<file path="src/rtl/nxs_pkg.sv">
package nxs_pkg;

    typedef enum logic [2:0] {
        SOP_IDLE  = 3'd0,
        SOP_PUSH  = 3'd1,
        SOP_POP   = 3'd2,
        SOP_REPL  = 3'd3,
        SOP_CLPS  = 3'd4
    } stack_op_e;

    typedef enum logic [1:0] {
        PSTEP_HOLD = 2'd0,
        PSTEP_INC  = 2'd1,
        PSTEP_DEC  = 2'd2
    } ptr_step_e;

    typedef enum logic [1:0] {
        TSRC_HOLD  = 2'd0,
        TSRC_WDATA = 2'd1,
        TSRC_ARRAY = 2'd2
    } top_src_e;

    typedef struct packed {
        ptr_step_e step;
        top_src_e  src;
        logic      spill;
    } stack_ctl_t;

    function automatic stack_ctl_t decode_op(input logic [2:0] code);
        stack_ctl_t c;
        c.step  = PSTEP_HOLD;
        c.src   = TSRC_HOLD;
        c.spill = 1'b0;
        case (code)
            SOP_PUSH: begin
                c.step  = PSTEP_INC;
                c.src   = TSRC_WDATA;
                c.spill = 1'b1;
            end
            SOP_POP: begin
                c.step = PSTEP_DEC;
                c.src  = TSRC_ARRAY;
            end
            SOP_REPL: begin
                c.src = TSRC_WDATA;
            end
            SOP_CLPS: begin
                c.step = PSTEP_DEC;
                c.src  = TSRC_WDATA;
            end
            default: begin
                c.step  = PSTEP_HOLD;
                c.src   = TSRC_HOLD;
                c.spill = 1'b0;
            end
        endcase
        return c;
    endfunction

    function automatic logic is_idle(input logic [2:0] code);
        return (code == SOP_IDLE) || (code > SOP_CLPS);
    endfunction

endpackage

</file>
<file path="src/rtl/nxs_ptr.sv">
module nxs_ptr
    import nxs_pkg::*;
#(
    parameter int PTR_W = 8
) (
    input  logic             clk,
    input  logic             rst,
    input  ptr_step_e        step,
    output logic [PTR_W-1:0] sp,
    output logic [PTR_W-1:0] sp_up
);
    localparam logic [PTR_W-1:0] PTR_MAX = {PTR_W{1'b1}};

    logic [PTR_W-1:0] sp_q;
    logic [PTR_W-1:0] sp_down;

    assign sp_up   = sp_q + 1'b1;
    assign sp_down = sp_q - 1'b1;
    assign sp      = sp_q;

    always_ff @(posedge clk) begin
        if (rst) begin
            sp_q <= '0;
        end else begin
            case (step)
                PSTEP_INC: sp_q <= sp_up;
                PSTEP_DEC: sp_q <= sp_down;
                default:   sp_q <= sp_q;
            endcase
        end
    end

    AST_SP_WRAP_UP: assert property (@(posedge clk) disable iff (rst)
        (step == PSTEP_INC && sp_q == PTR_MAX) |=> (sp_q == '0));
    AST_SP_WRAP_DOWN: assert property (@(posedge clk) disable iff (rst)
        (step == PSTEP_DEC && sp_q == '0) |=> (sp_q == PTR_MAX));

endmodule

</file>
<file path="src/rtl/nxs_store.sv">
module nxs_store #(
    parameter int DATA_W = 4,
    parameter int PTR_W  = 8
) (
    input  logic              clk,
    input  logic              we,
    input  logic [PTR_W-1:0]  waddr,
    input  logic [DATA_W-1:0] wval,
    input  logic [PTR_W-1:0]  raddr,
    output logic [DATA_W-1:0] rval
);
    localparam int DEPTH = 1 << PTR_W;

    logic [DATA_W-1:0] cells [DEPTH];

    always_ff @(posedge clk) begin
        if (we) begin
            cells[waddr] <= wval;
        end
    end

    assign rval = cells[raddr];

endmodule

</file>
<file path="src/rtl/nxs_top_reg.sv">
module nxs_top_reg
    import nxs_pkg::*;
#(
    parameter int DATA_W = 4
) (
    input  logic              clk,
    input  logic              rst,
    input  top_src_e          src,
    input  logic [DATA_W-1:0] wdata,
    input  logic [DATA_W-1:0] below,
    output logic [DATA_W-1:0] top
);
    logic [DATA_W-1:0] top_q;
    logic [DATA_W-1:0] top_d;

    always_comb begin
        case (src)
            TSRC_WDATA: top_d = wdata;
            TSRC_ARRAY: top_d = below;
            default:    top_d = top_q;
        endcase
    end

    always_ff @(posedge clk) begin
        if (rst) begin
            top_q <= '0;
        end else begin
            top_q <= top_d;
        end
    end

    assign top = top_q;

endmodule

</file>
<file path="src/rtl/nibble_xstack.sv">
module nibble_xstack
    import nxs_pkg::*;
#(
    parameter int DATA_W = 4,
    parameter int PTR_W  = 8
) (
    input  logic              clk,
    input  logic              rst,
    input  logic [2:0]        op,
    input  logic [DATA_W-1:0] wdata,
    output logic [DATA_W-1:0] tos,
    output logic [DATA_W-1:0] nos,
    output logic [PTR_W-1:0]  sp
);
    stack_ctl_t        ctl;
    logic [PTR_W-1:0]  sp_cur;
    logic [PTR_W-1:0]  sp_next_up;
    logic [DATA_W-1:0] top_cur;
    logic [DATA_W-1:0] below_cur;

    assign ctl = decode_op(op);

    nxs_ptr #(.PTR_W(PTR_W)) u_ptr (
        .clk   (clk),
        .rst   (rst),
        .step  (ctl.step),
        .sp    (sp_cur),
        .sp_up (sp_next_up)
    );

    nxs_store #(.DATA_W(DATA_W), .PTR_W(PTR_W)) u_store (
        .clk   (clk),
        .we    (ctl.spill),
        .waddr (sp_next_up),
        .wval  (top_cur),
        .raddr (sp_cur),
        .rval  (below_cur)
    );

    nxs_top_reg #(.DATA_W(DATA_W)) u_top (
        .clk   (clk),
        .rst   (rst),
        .src   (ctl.src),
        .wdata (wdata),
        .below (below_cur),
        .top   (top_cur)
    );

    assign tos = top_cur;
    assign nos = below_cur;
    assign sp  = sp_cur;

    AST_PUSH_SPILL: assert property (@(posedge clk) disable iff (rst)
        (op == SOP_PUSH) |=> (nos == $past(tos) && tos == $past(wdata)));
    AST_POP_FILL: assert property (@(posedge clk) disable iff (rst)
        (op == SOP_POP) |=> (tos == $past(nos)));
    AST_REPL_KEEP: assert property (@(posedge clk) disable iff (rst)
        (op == SOP_REPL) |=> (sp == $past(sp) && nos == $past(nos) && tos == $past(wdata)));
    AST_CLPS_RESULT: assert property (@(posedge clk) disable iff (rst)
        (op == SOP_CLPS) |=> (tos == $past(wdata) && sp == PTR_W'($past(sp) - 1'b1)));
    AST_IDLE_HOLD: assert property (@(posedge clk) disable iff (rst)
        is_idle(op) |=> ($stable(tos) && $stable(sp) && $stable(nos)));

endmodule

</file>
<file path="config.mk">
export PLATFORM = sky130hd
export DESIGN_NAME = nibble_xstack
export DESIGN_NICKNAME = d
export VERILOG_FILES = /design/src/rtl/nxs_pkg.sv /design/src/rtl/nxs_ptr.sv /design/src/rtl/nxs_store.sv /design/src/rtl/nxs_top_reg.sv /design/src/rtl/nibble_xstack.sv
export SDC_FILE = /design/constraint.sdc
export NUM_CORES = 1
export LEC_CHECK = 0
export BUFFER_PORTS_ARGS = -buffer_cell sky130_fd_sc_hd__buf_2
export CAP_MARGIN = 20
export CORE_UTILIZATION = 45
export CTS_CLUSTER_SIZE = 10
export DETAILED_ROUTE_END_ITERATION = 8
export PLACE_DENSITY = 0.71
export REMOVE_ABC_BUFFERS = 1
export SLEW_MARGIN = 5
export SYNTH_ARGS = -nofsm -noshare
export SYNTH_HDL_FRONTEND = slang
export SYNTH_HIERARCHICAL = 1
export SYNTH_SLANG_ARGS = --single-unit
</file>
<file path="constraint.sdc">
create_clock -name clk -period 13.1 [get_ports clk]
set_input_delay 1.31 -clock clk [delete_from_list [all_inputs] [get_ports clk]]
set_output_delay 1.31 -clock clk [all_outputs]
set_load 0.1 [all_outputs]
</file>
==> results of run 1 <==
[through the flow]
stage          setup WS, ns  util, %  power, µW  cell area, µm²  hold WS, ns
2_1_floorplan        -3.184        -       4471           40750        1.075
3_3_place_gp          7.070    47.10       4461           42720       0.5137
3_5_place_dp          7.008    47.13       4480           42740       0.5076
4_1_cts               6.287    50.53       7205           45830       0.5191
5_1_grt               6.009    50.53       7357           45830       0.5288
6_report              6.401    50.53       7156           45830       0.5243
[critical path, cell delays in order, from the launching register on]
cell and delay (ns):
dfxtp_4 0.82, buf_12 0.71, buf_4 0.89, mux4_2 0.61, mux4_2 0.46, nor2b_1 0.17
nor3_1 0.26, o211ai_1 0.23, buf_2 0.37
[final timing paths]
check,from,end,slack [ns],cells after the start
setup / recovery,u_ptr/sp[0]$_SDFFE_PP0P_,nos[3],6.40,8
hold / removal,u_top/top[0]$_SDFFE_PP0P_,u_store/cells[6][0]$_DFFE_PP_,0.52,0
setup reg to reg,u_ptr/sp[1]$_SDFFE_PP0P_,u_store/cells[134][3]$_DFFE_PP_,7.45,7
hold reg to reg,u_top/top[0]$_SDFFE_PP0P_,u_store/cells[6][0]$_DFFE_PP_,0.52,0
[registers in the layout, summed over array words and instances, names as in the netlist]
register	cells
u_store/cells	1024
u_ptr/sp	8
u_top/top	4
[metal layers]
metal | vias to the layer above | track usage, %
met3 | 194 | 4.201
met5 | - | 0
met4 | 2 | 7.900
met1 | 10970 | 28.36
met2 | 1211 | 32.82
li1 | 8817 | -
[power breakdown]
| part | switching [µW] | total [µW] | internal, µW |
|---|---|---|---|
| combinational | 428 | 668 | 240 |
| clock | 1170 | 2740 | 1570 |
| sequential | 31.1 | 3740 | 3710 |
[area by class of cell]
class / count / area share [%]
clock inverter: 9 / 0.1938
inverter: 10 / 0.08190
tap: 1176 / 3.210
multi-input combinational: 972 / 21.29
timing repair buffer: 67 / 0.9991
sequential: 1036 / 67.68
clock buffer: 146 / 6.533
antenna: 3 / 0.01638
[cell usage in the layout (no fill, tap or decap), types with 9 or more instances in the layout]
cell type,count
edfxtp_1,1024
nor2_1,282
mux4_2,250
clkbuf_16,115
mux2i_1,71
nand2_1,61
buf_4,37
nand3_1,36
a22oi_1,32
clkbuf_1,31
nor2b_1,30
buf_2,28
o21ai_0,20
a21oi_1,17
nand4_1,15
a211oi_1,14
nand2b_1,13
o211ai_1,13
o22ai_1,11
inv_1,9
nor3_1,9
[cells by family after synthesis]
kind of cell	count (synthesis)	share of synthesized area, %
flops	1036	74.71
simple gates	485	5.212
mux	327	15.45
fa+ha+maj	4	0.1207
compound gates	149	2.510
xor+xnor	7	0.1478
buf+inv	144	1.855
==> summary.md, run 1 <==
| Metric | Value |
|---|---|
| Post-synth design cell area | between 40000 and 50000 µm² |
| Die H | 305.6 µm |
| GPL Wtd Cong | 0.8563 |
| Die area | 93400 µm² |
| Crit Path Class | register to output port |
| Post-synth top area share | 74.13% |
| Max-slew violation count | 0 |
| Max Clk Rate | 149.3 MHz |
| Power Dens Cells | ~160 nW/µm² |
| Crit path launch type | register |
| Yosys cell types | 58 |
| Worst-path clk slew | 0.06 ns |
| Max FO, Critical Path | ~120 |
| Area of the multi-input gates | roughly 10000 µm² |
| Routed WL | about 95 mm |
| Wire per inst | approximately 28 µm |
| First-pass GRT wire length | roughly 140 mm |
| Post-synth EDFFs | 1024 |
| Initial Utilization | 45.74% |
| Worst Path Required | roughly 12 ns |
| Met1 Wirelength | 36.28 mm |
| Nets | 2214 |
| # DRC | 0 |
| Cell taking the most area after synthesis | edfxtp_1 |
| CTS max path bufs | 3 |
| Slew margin rel. | 22.94% |
| Total number of vias | between 20000 and 25000 |
| Warnings, synthesis | 6 |
| Peak supply drop | approximately 0.13 mV |
| I/O Buffers | 24 |
| Post-CTS sizing | 0 |
| Area grow syn2layout | 10.49% |
| Final worst-path cycle share | between 50% and 60% |
| DPL Wire Length | around 57 mm |
| Clock sinks | about 1000 |
| Most frequent cell after synthesis | edfxtp_1 |
| CTS tree | built |
| Sequential fraction of the synthesis area | between 70 and 80% |
| Final setup fails | 0 |
| Post-CTS setup buffer count | 0 |
| Fin crit period | between 6 and 7 ns |
| Final Skew | ~0.044 ns |
| Max-capacitance violation count | 0 |
| Top Metal Used | met5 |
| Latest clock arrival within the worst-skew pair | between 0.6 and 0.7 ns |
| Share of post-route cells with drive strength above 1 | approximately a fifth |
| Routed Antenna Nets | 0 |
| GRT overflow | 0 |
| Commonest cells post-synth | edfxtp_1, nor2_1, mux4_2, mux2i_1, clkbuf_1 |
| LEAKAGE | about 0.014 µW |
| Vias in the first global route | roughly 22000 |
| Critical path arrival | around 5.4 ns |
| CTS H-tree depth | 3 |
| DRT Pass-1 Iters | 5 |
| Area contributors post-synth | edfxtp_1, mux4_2, nor2_1, mux2i_1, clkbuf_1 |
| Root Buffer | clkbuf_16 |
| Detailed Route Iter0 Violations | around 2400 |
| FF/Latch Area | between 30000 and 40000 µm² |
| Vias per inst | about 6.2 |
| # IOs | 25 |
| Average size of a mapped cell | slightly below 20 µm² |
| RSZ-0062 raised after global routing | false |
| CP endpoint kind | output port |
| Cells after DPL | about 3300 |
| Largest net degree at the start of global routing | 144 |
| Antenna violations before repair | 5 |
| Die Wd | around 310 µm |
| Final hold viol count | 0 |
| Slew @ Worst Pin | roughly 1.1 ns |
| Top_reg_cell synth | edfxtp_1 |
| Status | complete, no violations |
| TritonCTS Buffers | ~110 |
| Syn Inst Count | approximately 2200 |
| Synth async-reset ratio | 0% |
| Row cnt | between 100 and 150 |
| # fillers | around 7000 |
| GRT Total Usage | 20.69% |
| Non-filler cells in the finished layout | 3419 |
| Met3 routed WL | between 9 and 10 mm |
| Core ar. | between 90000 and 100000 µm² |
| # hold bufs at CTS | 0 |
| Metal2 WL | 45.80 mm |
| Setup TNS | 0 ns |
| Worst hold path type | register to register |
| Seq cells post-synth | between 1000 and 1500 |
(Power assumes the default switching activity.)
==> run 2: changes to the inputs <==
Settings changed: ABC_AREA set to 1, PLACE_DENSITY 0.71 to 0.73.
Clock period 13.1 ns to 5.5 ns, I/O delays scaled along.
==> summary.md, run 2 <==
| Metric | Value |
|---|---|
| Status | complete, no violations (unchanged) |
| Final worst-path cycle share | between 80% and 90% |
| Latest clock arrival within the worst-skew pair | 0.68 ns (was 0.69 ns) |
| I/O Buffers | 24 (unchanged) |
| GPL Wtd Cong | 0.8848 (was 0.8563) |
| Final Skew | 0.02766 ns (was 0.04379 ns) |
| Final hold slack | 0.2121 ns (was 0.5243 ns) |
| DRT Pass-1 Iters | 6 (was 5) |
| Worst Path Required | 4.95 ns (was 11.79 ns) |
| Root Buffer | clkbuf_16 (unchanged) |
| Number of flip-flops in the largest register | 1024 (unchanged) |
| Routed Antenna Nets | 0 (unchanged) |
| Share of post-route cells with drive strength above 1 | 5.457% (was 21.07%) |
| Antenna violations before repair | 1 (was 5) |
| Post-synth EDFFs | 1024 (unchanged) |
| Total Power | 17710 µW (was 7156 µW) |
| Sequential fraction of the synthesis area | 70.90% (was 74.71%) |
| Crit path launch type | register (unchanged) |
| Warnings, synthesis | 6 (unchanged) |
| Core ar. | 95580 µm² (was 90700 µm²) |
| Yosys cell types | 31 (was 58) |
| Max-capacitance violation count | 0 (unchanged) |
| Power Dens Cells | 373.6 nW/µm² (was 156.1 nW/µm²) |
| # DRC | 0 (unchanged) |
| Wire per inst | 21.18 µm (was 27.88 µm) |
| GR Layer Usage met1 | 28.20% (was 28.36%) |
| Die H | 313.7 µm (was 305.6 µm) |
| # hold bufs at CTS | 0 (unchanged) |
| Non-filler cells in the finished layout | 5096 (was 3419) |
| Max-slew violation count | 0 (unchanged) |
| Most frequent cell after synthesis | nand2_1 (was edfxtp_1) |
| # IOs | 25 (unchanged) |
| RSZ-0062 raised after global routing | false (unchanged) |
| Met3 Usage GRT | 3.853% (was 4.201%) |
| Worst hold path type | primary input to register (was register to register) |
| Max Clk Rate | ~220 MHz |
| Area grow syn2layout | 8.468% (was 10.49%) |
| Peak supply drop | 0.2453 mV (was 0.1348 mV) |
| Row cnt | 113 (was 110) |
| Biggest register | u_store/cells (unchanged) |
| Worst-path clk slew | 0.05 ns (was 0.06 ns) |
| Post-synth top area share | 70.35% (was 74.13%) |
| Clock sinks | 1036 (unchanged) |
| Critical path arrival | 4.03 ns (was 5.39 ns) |
| Fin crit period | roughly 4.6 ns |
| Cells after DPL | 4938 (was 3261) |
| Vias in the first global route | 28160 (was 22090) |
| Crit Path Class | register to output port (unchanged) |
| Cell taking the most area after synthesis | edfxtp_1 (unchanged) |
| Detailed Route Iter0 Violations | 3685 (was 2428) |
| Routed WL | 107.9 mm (was 95.32 mm) |
| Pre-CTS setup slack | 1.688 ns (was 7.008 ns) |
| Final setup fails | 0 (unchanged) |
| Util after Layout | 49.60% (was 50.53%) |
| Syn Inst Count | 3875 (was 2152) |
| Seq cells post-synth | 1036 (unchanged) |
| CTS H-tree depth | 3 (unchanged) |
| Post-CTS setup buffer count | 0 (unchanged) |
| Most frequent cells in the layout | nand2_1, edfxtp_1, nand3_1, nor2_1, clkbuf_16 (was edfxtp_1, nor2_1, mux4_2, clkbuf_16, mux2i_1) |
| First-pass GRT wire length | 163.4 mm (was 142.9 mm) |
| Final hold viol count | 0 (unchanged) |
| CP endpoint kind | output port (unchanged) |
| Total number of vias | 29300 (was 21190) |
| Die area | 98380 µm² (was 93400 µm²) |
| Synth async-reset ratio | 0% (unchanged) |
| Post-synth design cell area | 43710 µm² (was 41480 µm²) |
| LEAKAGE | 0.01655 µW (was 0.01375 µW) |
| Fin worst setup slack | 0.9175 ns (was 6.401 ns) |
| Vias per inst | 5.750 (was 6.198) |
| Post-CTS sizing | 0 (unchanged) |
| Largest net degree at the start of global routing | 253 (was 144) |
| Top_reg_cell synth | edfxtp_1 (unchanged) |
| GRT overflow | 0 (unchanged) |
| Nets | 3805 (was 2214) |
| Met2 usage | 36.14% (was 32.82%) |
| Initial Utilization | 45.73% (was 45.74%) |
| GRT Total Usage | 21.70% (was 20.69%) |
| Most Crowded Layer GR | met2 (unchanged) |
| Area contributors post-synth | edfxtp_1, nand3_1, nand2_1, nor2_1, buf_6 (was edfxtp_1, mux4_2, nor2_1, mux2i_1, clkbuf_1) |
| CTS max path bufs | 3 (unchanged) |
| Commonest non-fill, non-tap cell in the layout | nand2_1 (was edfxtp_1) |
| CTS tree | built (unchanged) |
| Max FO, Critical Path | 50 (was 116) |
| DPL Wire Length | 59.80 mm (was 57.42 mm) |
| Average size of a mapped cell | 11.28 µm² (was 19.28 µm²) |
| Slew @ Worst Pin | 1.207 ns (was 1.127 ns) |
| Slew margin rel. | 19.35% (was 22.94%) |
| Die Wd | 313.7 µm (was 305.6 µm) |
| Commonest cells post-synth | nand2_1, edfxtp_1, nand3_1, nor2_1, buf_2 (was edfxtp_1, nor2_1, mux4_2, mux2i_1, clkbuf_1) |
| TritonCTS Buffers | 115 (was 114) |
-- run 2: cell type report --
class | count | area, µm²
sequential | 1036 | 31020
clock buffer | 145 | 3043
clock inverter | 10 | 88.84
multi-input combinational | 2515 | 10840
inverter | 64 | 266.5
fill | 8133 | 48170
tap | 1265 | 1583
antenna | 1 | 2.502
timing repair buffer | 60 | 568.0
-- run 2: worst max-delay path: stages (launching register included) --
cell,delay (ns)
dfxtp_4,0.82
inv_2,0.51
buf_4,0.44
nand3_1,0.17
nand3_1,0.12
nand2_1,0.09
nand2_1,0.05
nand3_1,0.14
nand3_1,0.20
nand2_1,0.28
buf_2,0.48
-- run 2: routing by layer --
layer | vias to the layer above | wire length [µm] | share of wire (%)
li1 | 13320 | - | -
met4 | 0 | 4235 | 3.9
met3 | 262 | 11040 | 10
met5 | - | 0 | 0
met2 | 1596 | 52140 | 48
met1 | 14120 | 40530 | 38
-- run 2: through the flow --
step                      setup TNS [ns]  area, µm²
after global placement                 0      44230
after CTS                              0      47360
after global routing                   0      47410
final                                  0      47410
after detailed placement               0      44230
after floorplan                 -7767.68      42060
-- run 2: final timing paths --
path	from	endpoint	slack [ns]	cells past startpoint
worst max-delay path	u_ptr/sp[3]$_SDFFE_PP0P_	nos[0]	0.92	10
worst min-delay path	rst	u_ptr/sp[1]$_SDFFE_PP0P_	0.21	4
worst max register to register	u_ptr/sp[0]$_SDFFE_PP0P_	u_store/cells[116][3]$_DFFE_PP_	1.66	8
worst min register to register	u_top/top[2]$_SDFFE_PP0P_	u_store/cells[76][2]$_DFFE_PP_	0.68	0
-- run 2: report_power, final --
group	internal [µW]	switching, µW
logic	495	1680
registers	8840	116
clock network	3810	2780
total	13100	4570
-- run 2: cells by family after synthesis --
family,Yosys count,synth area share (%)
and+or+nand+nor,2485,24.30
buffers and inverters,324,4.334
adders and majority gates,4,0.1145
xor gates and xnor gates,5,0.1002
DFF,1036,70.90
AOI/OAI and AO/OA,21,0.2490
